### src/rtl/tcf_pkg.sv
package tcf_pkg;
  localparam int STAT_W      = 8;
  localparam int NUM_CAP     = 2;   // channel 0 = C, channel 1 = D
  localparam int CAP_TOP_BIT = 5;   // channel i sits at bit CAP_TOP_BIT - i
  localparam int CMP_A_BIT   = 3;
  localparam logic [STAT_W-1:0] STAT_USED_MASK = 8'h38;
endpackage

### src/rtl/tcf_edge_det.sv
module tcf_edge_det #(
  parameter int SYNC_STAGES = 2
) (
  input  logic clk,
  input  logic rst,
  input  logic pin_i,
  input  logic rise_sel_i,
  output logic edge_o
);
  logic [SYNC_STAGES-1:0] sync_q;
  logic                   prev_q;
  logic                   cur;

  assign cur = sync_q[SYNC_STAGES-1];

  always_ff @(posedge clk) begin
    if (rst) begin
      sync_q <= '0;
      prev_q <= 1'b0;
    end else begin
      sync_q <= {sync_q[SYNC_STAGES-2:0], pin_i};
      prev_q <= cur;
    end
  end

  always_comb begin
    if (rise_sel_i) edge_o = cur & ~prev_q;
    else            edge_o = ~cur & prev_q;
  end

  // an edge indication always reflects a change between two samples
  assert_edge_is_change_R2: assert property (@(posedge clk) disable iff (rst)
    edge_o |-> (cur != prev_q));
endmodule

### src/rtl/tcf_flag_cell.sv
module tcf_flag_cell (
  input  logic clk,
  input  logic rst,
  input  logic set_i,
  input  logic rd_i,
  input  logic wr_i,
  input  logic wbit_i,
  output logic flag_o
);
  logic armed_q;
  logic clr_ok;
  logic flag_n;

  assign clr_ok = wr_i & ~wbit_i & armed_q;

  always_comb begin
    if (set_i)       flag_n = 1'b1;
    else if (clr_ok) flag_n = 1'b0;
    else             flag_n = flag_o;
  end

  always_ff @(posedge clk) begin
    if (rst) begin
      flag_o  <= 1'b0;
      armed_q <= 1'b0;
    end else begin
      flag_o <= flag_n;
      if (!flag_n)              armed_q <= 1'b0;
      else if (rd_i && flag_o)  armed_q <= 1'b1;
    end
  end

  assert_set_only_by_hw_R7: assert property (@(posedge clk) disable iff (rst)
    $rose(flag_o) |-> $past(set_i));
  assert_clear_needs_read_R8: assert property (@(posedge clk) disable iff (rst)
    $fell(flag_o) |-> $past(wr_i && !wbit_i && armed_q));
  assert_set_wins_R9: assert property (@(posedge clk) disable iff (rst)
    set_i |=> flag_o);
  assert_rearm_after_clear_R11: assert property (@(posedge clk) disable iff (rst)
    !flag_o |-> !armed_q);
endmodule

### src/rtl/tcf_cap_reg.sv
module tcf_cap_reg #(
  parameter int W = 16
) (
  input  logic         clk,
  input  logic         rst,
  input  logic         load_i,
  input  logic [W-1:0] din_i,
  output logic [W-1:0] q_o
);
  always_ff @(posedge clk) begin
    if (rst)         q_o <= '0;
    else if (load_i) q_o <= din_i;
  end
endmodule

### src/rtl/tcf_top.sv
module tcf_top
  import tcf_pkg::*;
#(
  parameter int CNT_W       = 16,
  parameter int SYNC_STAGES = 2
) (
  input  logic             clk,
  input  logic             rst,
  input  logic [CNT_W-1:0] frc_val,
  input  logic [CNT_W-1:0] cmp_a_val,
  input  logic             pin_c,
  input  logic             pin_d,
  input  logic             rise_sel_c,
  input  logic             rise_sel_d,
  input  logic             buf_mode_c,
  input  logic             buf_mode_d,
  input  logic             ie_c,
  input  logic             ie_d,
  input  logic             ie_a,
  input  logic             stat_rd,
  input  logic             stat_wr,
  input  logic [7:0]       stat_wdata,
  output logic [7:0]       stat_rdata,
  output logic [CNT_W-1:0] cap_c_val,
  output logic [CNT_W-1:0] cap_d_val,
  output logic             irq_c,
  output logic             irq_d,
  output logic             irq_a
);
  logic [NUM_CAP-1:0] pin_v, sel_v, buf_v, ie_v, edge_v, cflag_v;
  logic [CNT_W-1:0]   cap_q [NUM_CAP];
  logic               cmp_hit, aflag;
  logic [STAT_W-1:0]  stat_now;
  logic               unused_wbits;

  assign pin_v = {pin_d, pin_c};
  assign sel_v = {rise_sel_d, rise_sel_c};
  assign buf_v = {buf_mode_d, buf_mode_c};
  assign ie_v  = {ie_d, ie_c};
  assign unused_wbits = ^{stat_wdata[7:6], stat_wdata[2:0]};

  for (genvar ch = 0; ch < NUM_CAP; ch++) begin : g_cap
    tcf_edge_det #(.SYNC_STAGES(SYNC_STAGES)) u_edge (
      .clk(clk), .rst(rst), .pin_i(pin_v[ch]), .rise_sel_i(sel_v[ch]),
      .edge_o(edge_v[ch]));

    tcf_cap_reg #(.W(CNT_W)) u_cap (
      .clk(clk), .rst(rst), .load_i(edge_v[ch] & ~buf_v[ch]),
      .din_i(frc_val), .q_o(cap_q[ch]));

    tcf_flag_cell u_flag (
      .clk(clk), .rst(rst), .set_i(edge_v[ch]), .rd_i(stat_rd),
      .wr_i(stat_wr), .wbit_i(stat_wdata[CAP_TOP_BIT-ch]),
      .flag_o(cflag_v[ch]));
  end

  assign cmp_hit = (frc_val == cmp_a_val);

  tcf_flag_cell u_flag_a (
    .clk(clk), .rst(rst), .set_i(cmp_hit), .rd_i(stat_rd),
    .wr_i(stat_wr), .wbit_i(stat_wdata[CMP_A_BIT]), .flag_o(aflag));

  always_comb begin
    stat_now = '0;
    for (int ch = 0; ch < NUM_CAP; ch++) stat_now[CAP_TOP_BIT-ch] = cflag_v[ch];
    stat_now[CMP_A_BIT] = aflag;
  end

  always_ff @(posedge clk) begin
    if (rst) begin
      stat_rdata <= '0;
      irq_c      <= 1'b0;
      irq_d      <= 1'b0;
      irq_a      <= 1'b0;
    end else begin
      if (stat_rd) stat_rdata <= stat_now;
      irq_c <= cflag_v[0] & ie_v[0];
      irq_d <= cflag_v[1] & ie_v[1];
      irq_a <= aflag & ie_a;
    end
  end

  assign cap_c_val = cap_q[0];
  assign cap_d_val = cap_q[1];

  assert_rsvd_zero_R10: assert property (@(posedge clk) disable iff (rst)
    (stat_rdata & ~STAT_USED_MASK) == '0);
  assert_irq_follows_flag_R5: assert property (@(posedge clk) disable iff (rst)
    irq_c |-> $past(cflag_v[0] && ie_c));
  assert_buf_holds_R4: assert property (@(posedge clk) disable iff (rst)
    buf_mode_c |=> $stable(cap_c_val));
  assert_cap_load_R3: assert property (@(posedge clk) disable iff (rst)
    (edge_v[0] && !buf_mode_c) |=> (cap_c_val == $past(frc_val)));
  assert_cmp_sets_R6: assert property (@(posedge clk) disable iff (rst)
    cmp_hit |=> aflag);
endmodule

### config.mk
export PLATFORM = sky130hd
export DESIGN_NAME = tcf_top
export DESIGN_NICKNAME = d
export VERILOG_FILES = /design/src/rtl/tcf_pkg.sv /design/src/rtl/tcf_edge_det.sv /design/src/rtl/tcf_flag_cell.sv /design/src/rtl/tcf_cap_reg.sv /design/src/rtl/tcf_top.sv
export SDC_FILE = /design/constraint.sdc
export NUM_CORES = 1
export LEC_CHECK = 0
export ABC_AREA = 1
export ABC_CLOCK_PERIOD_IN_PS = 1210
export CAP_MARGIN = 20
export CORE_ASPECT_RATIO = 1.4
export CORE_MARGIN = 4
export CORE_UTILIZATION = 38
export DETAILED_ROUTE_END_ITERATION = 10
export GPL_TIMING_DRIVEN = 1
export PLACE_DENSITY = 0.77
export SLEW_MARGIN = 20
export SYNTH_ARGS = -nofsm -noshare
export SYNTH_HDL_FRONTEND = slang
export SYNTH_HIERARCHICAL = 1
export SYNTH_SLANG_ARGS = --single-unit
export TNS_END_PERCENT = 1
### constraint.sdc
create_clock -name clk -period 1.21 [get_ports clk]
set_input_delay 0.121 -clock clk [delete_from_list [all_inputs] [get_ports clk]]
set_output_delay 0.121 -clock clk [all_outputs]
set_load 0.02 [all_outputs]
==> results of run 1 <==
cell type report:
type                    count  area [um^2]
multi-input cells         218          975
well taps                  70         87.6
repair buffers            106         1030
flip-flops and latches     50         1010
clock buffers               8          110
inverters                  68          255
fillers                   578         2400
stage by stage:
stage                     util [%]  std cells  power (mW)  setup TNS (ps)
after CTS                     57.1        517        3.45               0
final                         59.1        520        3.43            -680
after detailed placement      56.1        509        2.37           -7460
after global routing          59.1        520        3.59           -2520
after floorplan                  -        349        2.04               0
after global placement        56.1        509        2.37           -6490
synth_stat cells (all sizes together):
master / n / area share (%)
xnor2: 11 / 4.2
nand2: 103 / 17
mux2i: 3 / 1.3
a21oi: 3 / 0.66
nand3: 7 / 1.5
conb: 1 / 0.16
dfxtp: 50 / 44
nor2: 86 / 15
inv: 68 / 11
buf: 13 / 5.2
repair_timing:
action / 4_1_cts / 5_1_grt
setup endpoints to repair: 39 / 34
cloned: 0 / 3
pin swaps: 0 / 7
gates resized for setup: 40 / 23
power by group through the flow:
| stage | logic, mW | registers [mW] | clock network (mW) |
|---|---|---|---|
| final | 0.605 | 1.72 | 1.11 |
| after floorplan | 0.246 | 1.80 | 0 |
| after global routing | 0.664 | 1.72 | 1.20 |
| after global placement | 0.610 | 1.75 | 0 |
| after CTS | 0.591 | 1.72 | 1.14 |
| after detailed placement | 0.616 | 1.76 | 0 |
state kept, by name, summed over array words and instances (netlist names):
| register | flops |
|---|---|
| g_cap.u_cap/q_o | 32 |
| g_cap.u_edge/prev_q | 2 |
| g_cap.u_edge/sync_q | 4 |
| g_cap.u_flag/armed_q | 2 |
| g_cap.u_flag/flag_o | 2 |
| irq_a | 1 |
| irq_c | 1 |
| irq_d | 1 |
| stat_rdata | 3 |
| u_flag_a/armed_q | 1 |
| u_flag_a/flag_o | 1 |
worst max path at each step:
stage / startpoint / to / depth (start not counted)
floorplan: g_cap[0].u_edge/sync_q[1] / g_cap[0].u_cap/q_o[4] / 9
global placement: frc_val[2] / u_flag_a/armed_q / 10
CTS: frc_val[14] / u_flag_a/armed_q / 11
global route: g_cap[1].u_edge/sync_q[1] / g_cap[1].u_cap/q_o[11] / 9
finish: g_cap[1].u_edge/sync_q[1] / g_cap[1].u_cap/q_o[11] / 9
detailed placement: frc_val[2] / u_flag_a/armed_q / 10
routing by layer:
layer | vias up | wire length (um)
li1 | 1178 | -
met1 | 1012 | 2480
met2 | 76 | 3010
met3 | 2 | 545
met4 | 0 | 17
met5 | - | 0
worst register-to-register path, stage by stage, from the launching register on:
cell and delay, ps:
sky130_fd_sc_hd__dfxtp_2 340, sky130_fd_sc_hd__inv_2 60, sky130_fd_sc_hd__nand3_2 60, sky130_fd_sc_hd__nand2_2 80, sky130_fd_sc_hd__inv_2 50, sky130_fd_sc_hd__nor2_4 240, sky130_fd_sc_hd__clkbuf_16 210, sky130_fd_sc_hd__nand2_2 50
sky130_fd_sc_hd__nand2_1 50, sky130_fd_sc_hd__nor2_1 40
logic make-up (layout without fill, tap and decap cells):
kind of cell           after synthesis  in the layout
AO/OA/AOI/OAI                        3              3
multiplexers                         3              3
buffers and inverters               81            182
other                                1              5
flip-flops                          50             50
AND/OR/NAND/NOR                    196            196
XOR/XNOR                            11             11
==> run summary, run 1 <==
Outcome = finished with violations
Failing checks = negative setup slack
Path type of the worst min-delay path = input port to register
FF-to-FF path depth = 9
Number of distinct library cells after synthesis = 13
RePlAce Congestion = 0.851
CTS HTree Levels = 2
CP top delay family = simple AND/OR/NAND/NOR gates
Post-CTS Setup Bufs = 0
First-pass iteration count of the detailed router = 4
Met3 Resource Use GR = 5.21%
Number of standard cells after synthesis = 345
Floorplan core area = 5860 um^2
Dpl ws = -324 ps
Top Ports = 96
Most frequent cells in the layout = sky130_fd_sc_hd__nand2_1, sky130_fd_sc_hd__nor2_1, sky130_fd_sc_hd__inv_1
Areal power density over the cells = 991 nW/um^2
Global-route congestion overflow total = 0
DIE AREA = 7350 um^2
Vias after detailed routing = 2268
Drt total wl = 6050 um
Number of antenna repair diodes = 0
Height of the die = 99.9 um
Main combinational cell family by area after synthesis = simple AND/OR/NAND/NOR gates
Maximum clock rate = 0.780 GHz
Root Buffer = sky130_fd_sc_hd__clkbuf_8
Final worst path period share = 106%
Standard-cell rows = 33
Post-CTS Hold Fix Bufs = 0
Detailed-placement wirelength estimate = 4520 um
Worst setup path category = register to register
Max Transition Viols Final = 0
Flop-to-flop setup slack = -70 ps
Terminus of the critical flop-to-flop path = g_cap[1].u_cap/q_o[11]
Synthesized area per cell = 6.64 um^2
Initial Utilization = 39.1%
Worst r2r src = g_cap[1].u_edge/sync_q[1]
Worst-path fanout max = 8
Total number of yosys warnings = 6
First-pass GRT wire length = 8740 um
Setup crit start kind = register
Met1 usage in global routing = 17.3%
Antenna violations before repair = 0
Final worst slack = -72.6 ps
Setup repair after global routing missed its margin = yes
Power Internal = 2.58 mW
Final Hold Vio Count = 0
Share of total power in the clock network = 32.3%
CP Buf/Inv Count = 3
NumNets Final = 502
Net switching component of the power = 0.854 mW
TritonCTS clock tree = yes
GR Util met2 = 26.6%
Longest Clk Path Bufs = 2
Leak Pwr = 1.86 nW
Share of synthesized area occupied by flip-flops and latches = 43.7%
Post-layout instance area = 3470 um^2
Post-Synthesis Cell Area = 2290 um^2
Library cell contributing the largest single delay on the critical path = sky130_fd_sc_hd__dfxtp_2
Highest-utilization routing layer at the global route stage = met2
Cts bufs inserted = 5
Cells along the critical path = inv_2, nand3_2, nand2_2, inv_2, nor2_4, clkbuf_16, nand2_2, nand2_1, nor2_1
DRC marker count from the first detailed-route iteration = 122
Portion of total power attributed to sequential cells = 50.1%
Endpoint with the worst hold slack = g_cap[0].u_cap/q_o[14]
Data required time at the worst endpoint = 1410 ps
Clock input transition at the sequential cells of the worst setup and hold paths = 90 ps
Port-buffer cells = 85
XOR/XNOR Fraction of Synth Area = 4.21%
Detailed-route vias per instance = 4.36
Synth Area in Adders = 0%
Worst hold slack = 224 ps
Placed instance area = 3290 um^2
Maximum number of pins on one net before global-route repair = 33
Net switching fraction of the power = 24.9%
Data arrival, critical path = 1480 ps
Kind of end point of the critical path = register
All-Layer GR Usage = 15.1%
Complex-gate fraction of the synthesized area = 0.655%
Hold path depth = 5
Leading cell type in the layout, fill and taps excluded = sky130_fd_sc_hd__nand2_1
Count of clock tree sinks = 50
Worst voltage drop across the vdd grid = 549 uV
Number of nets with antenna violations after routing = 0
Post-synthesis simple-gate area fraction = 33.6%
Max-cap violations = 0
Number of flip-flops and latches in the synthesized netlist = 50
DR WL/cell = 11.6 um
Layout overhead on the synthesized area = 51.3%
Power share of the combinational group = 17.6%
Total of endpoints with negative setup slack in the final report = 16
Width of the die = 73.6 um
Layout cells sized above 1 = 13.1%
Source-to-sink clock delay at the later pin of the worst-skew pair = 300 ps
Clock period minus worst slack = 1280 ps
Final Skew = 6.09 ps
DRC violation count after routing = 0
Largest stage delay, worst path = 340 ps
Worst hold start = frc_val[14]
Number of global-route vias before repair = 1978
Multiplexer area fraction after synthesis = 1.31%
No activity file was read; power rests on OpenSTA's default activity.
==> run 2, diff against run 1 <==
ABC_CLOCK_PERIOD_IN_PS = 1100   (was 1210)
clock period = 1.1 ns   (was 1.21 ns; I/O delays follow)
==> run 2 against run 1 <==
  * The run still ends with negative setup slack left
  * Global-route usage up 0.98 points
  * Non-clock buffer count unchanged
  * Sequential power up 9.9%
  * Die area unchanged
  * Design area down 1.8%
  * Via count down 1.1%
  * Sequential share of layout area up 0.53 points
  * Critical path type unchanged
  * Largest cell class is now registers
==> run summary, run 2 (synthesis results as in run 1) <==
RePlAce Congestion = 0.904 (was 0.851)
Clock input transition at the sequential cells of the worst setup and hold paths = 90 ps (about the same)
Portion of total power attributed to sequential cells = 52.2% (was 50.1%)
Final worst path period share = 106% (about the same)
Failing checks = negative setup slack (unchanged)
FF-to-FF path depth = 9 (unchanged)
Register with the most flip-flops = g_cap.u_cap/q_o (unchanged)
Worst r2r src = g_cap[0].u_edge/prev_q (was g_cap[1].u_edge/sync_q[1])
Worst voltage drop across the vdd grid = 685 uV (was 549 uV)
Total power = 3.62 mW (was 3.43 mW)
DRC marker count from the first detailed-route iteration = 82 (was 122)
Antenna violations before repair = 0 (unchanged)
Final Hold Vio Count = 0 (unchanged)
Port-buffer cells = 85 (unchanged)
Height of the die = 99.9 um (unchanged)
Source-to-sink clock delay at the later pin of the worst-skew pair = 290 ps (was 300 ps)
Worst hold start = frc_val[1] (was frc_val[14])
Outcome = finished with violations (unchanged)
Number of global-route vias before repair = 2168 (was 1978)
Core Util, Final = 58.0% (was 59.1%)
Layout overhead on the synthesized area = 48.6% (was 51.3%)
Critical Path Sink = g_cap[0].u_cap/q_o[10] (was g_cap[1].u_cap/q_o[11])
Most frequent cells in the layout = sky130_fd_sc_hd__nand2_1, sky130_fd_sc_hd__nor2_1, sky130_fd_sc_hd__inv_1 (unchanged)
First-pass GRT wire length = 9360 um (was 8740 um)
Setup repair after global routing missed its margin = yes (unchanged)
Global-route congestion overflow total = 0 (unchanged)
Layout cells sized above 1 = 15.1% (was 13.1%)
Leak Pwr = 1.76 nW (was 1.86 nW)
Vias after detailed routing = 2243 (was 2268)
Path type of the worst min-delay path = input port to register (unchanged)
Drt total wl = 5960 um (was 6050 um)
Setup crit start kind = register (unchanged)
Number of nets with antenna violations after routing = 0 (unchanged)
Leading cell type in the layout, fill and taps excluded = sky130_fd_sc_hd__nand2_1 (unchanged)
Root Buffer = sky130_fd_sc_hd__clkbuf_8 (unchanged)
First-pass iteration count of the detailed router = 4 (unchanged)
Power Internal = 2.71 mW (was 2.58 mW)
Final Skew = 8.22 ps (was 6.09 ps)
CTS HTree Levels = 2 (unchanged)
Max-cap violations = 0 (unchanged)
Longest Clk Path Bufs = 2 (unchanged)
DRC violation count after routing = 0 (unchanged)
Power share of the combinational group = 18.3% (was 17.6%)
Detailed-placement wirelength estimate = 4770 um (was 4520 um)
Data arrival, critical path = 1350 ps (was 1480 ps)
Initial Utilization = 39.1% (unchanged)
Post-CTS Setup Bufs = 0 (unchanged)
Worst-path fanout max = 32 (was 8)
Net switching fraction of the power = 25.3% (was 24.9%)
Count of clock tree sinks = 50 (unchanged)
All-Layer GR Usage = 16.1% (was 15.1%)
Data required time at the worst endpoint = 1290 ps (was 1410 ps)
Cts bufs inserted = 5 (unchanged)
Number of antenna repair diodes = 0 (unchanged)
NumNets Final = 502 (unchanged)
Net switching component of the power = 0.916 mW (was 0.854 mW)
Areal power density over the cells = 1060 nW/um^2 (was 991 nW/um^2)
Detailed-route vias per instance = 4.31 (was 4.36)
Standard-cell rows = 33 (unchanged)
Top Ports = 96 (unchanged)
# fillers = 563 (was 578)
Share of total power in the clock network = 29.5% (was 32.3%)
Final worst slack = -62.5 ps (was -72.6 ps)
Top flop regs = g_cap.u_cap/q_o x32, g_cap.u_edge/sync_q x4, stat_rdata x3 (unchanged)
Flop-to-flop setup slack = -60 ps (was -70 ps)
CP Launch Point = g_cap[0].u_edge/prev_q (was g_cap[1].u_edge/sync_q[1])
Maximum number of pins on one net before global-route repair = 33 (unchanged)
DR WL/cell = 11.5 um (was 11.6 um)
Max Transition Viols Final = 0 (unchanged)
Sum of negative setup slack = -964 ps (was -680 ps)
TritonCTS clock tree = yes (unchanged)
Floorplan core area = 5860 um^2 (unchanged)
DIE AREA = 7350 um^2 (unchanged)
Terminus of the critical flop-to-flop path = g_cap[0].u_cap/q_o[10] (was g_cap[1].u_cap/q_o[11])
Worst setup path category = register to register (unchanged)
Maximum clock rate = 0.860 GHz (was 0.780 GHz)
Clock period minus worst slack = 1160 ps (was 1280 ps)
Largest register FFs = 32 (unchanged)
Total of endpoints with negative setup slack in the final report = 32 (was 16)
Kind of end point of the critical path = register (unchanged)
Width of the die = 73.6 um (unchanged)
==> run 2: what timing repair did <==
item / CTS / global route
pin swaps: 0 / 2
endpoints found under the setup margin: 72 / 69
cloned: 0 / 1
hold buffers: 0 / 0
hold endpoints to repair: 0 / 0
gates resized for setup: 48 / 65
==> run 2: cell type report <==
cell class	count	area, um^2	area share, %
Multi-Input combinational cell	218	967	28.4
Sequential cell	50	1010	29.6
Tap cell	70	87.6	2.57
Clock buffer	7	86.3	2.54
Inverter	68	255	7.50
Timing Repair Buffer	106	996	29.3
Clock inverter	1	5.00	0.147
==> run 2: worst max-delay path: stages, from the launching register on <==
cell                      delay, ps
sky130_fd_sc_hd__dfxtp_2        330
sky130_fd_sc_hd__inv_1           50
sky130_fd_sc_hd__nand3_1         70
sky130_fd_sc_hd__nand2_2         90
sky130_fd_sc_hd__inv_2           40
sky130_fd_sc_hd__nor2_4          90
sky130_fd_sc_hd__buf_12         180
sky130_fd_sc_hd__nand2_1         80
sky130_fd_sc_hd__nand2_1         70
sky130_fd_sc_hd__nor2_1          50
==> run 2: routing by layer <==
metal	routed length (um)	track usage, %
met5	0	0
met4	40	4.60
met3	587	5.61
met2	2990	29.1
met1	2340	17.2
==> run 2: worst min-delay path by stage <==
| stage | end | depth (start not counted) |
|---|---|---|
| floorplan | g_cap[0].u_edge/sync_q[0] | 1 |
| global placement | g_cap[1].u_edge/sync_q[1] | 2 |
| detailed placement | g_cap[1].u_edge/sync_q[1] | 2 |
| CTS | g_cap[0].u_edge/sync_q[0] | 3 |
| global route | g_cap[0].u_cap/q_o[0] | 5 |
| finish | g_cap[1].u_cap/q_o[1] | 5 |
==> run 2: power by group through the flow <==
stage	combinational [mW]	sequential (mW)	clock [mW]
after detailed placement	0.689	1.93	0
after floorplan	0.272	1.98	0
after global routing	0.737	1.90	1.20
final	0.664	1.89	1.07
after global placement	0.678	1.93	0
after CTS	0.663	1.89	1.10
==> run 2: metrics by stage <==
stage                     std cells  hold WS [ps]  worst slack [ps]  cell area, um^2
after floorplan                 349           181             -9.02             2320
after global placement          511           394              -425             3310
after detailed placement        511           401              -485             3310
after CTS                       519           314             -97.0             3360
after global routing            520           232              -180             3400
final                           520           194             -62.5             3400
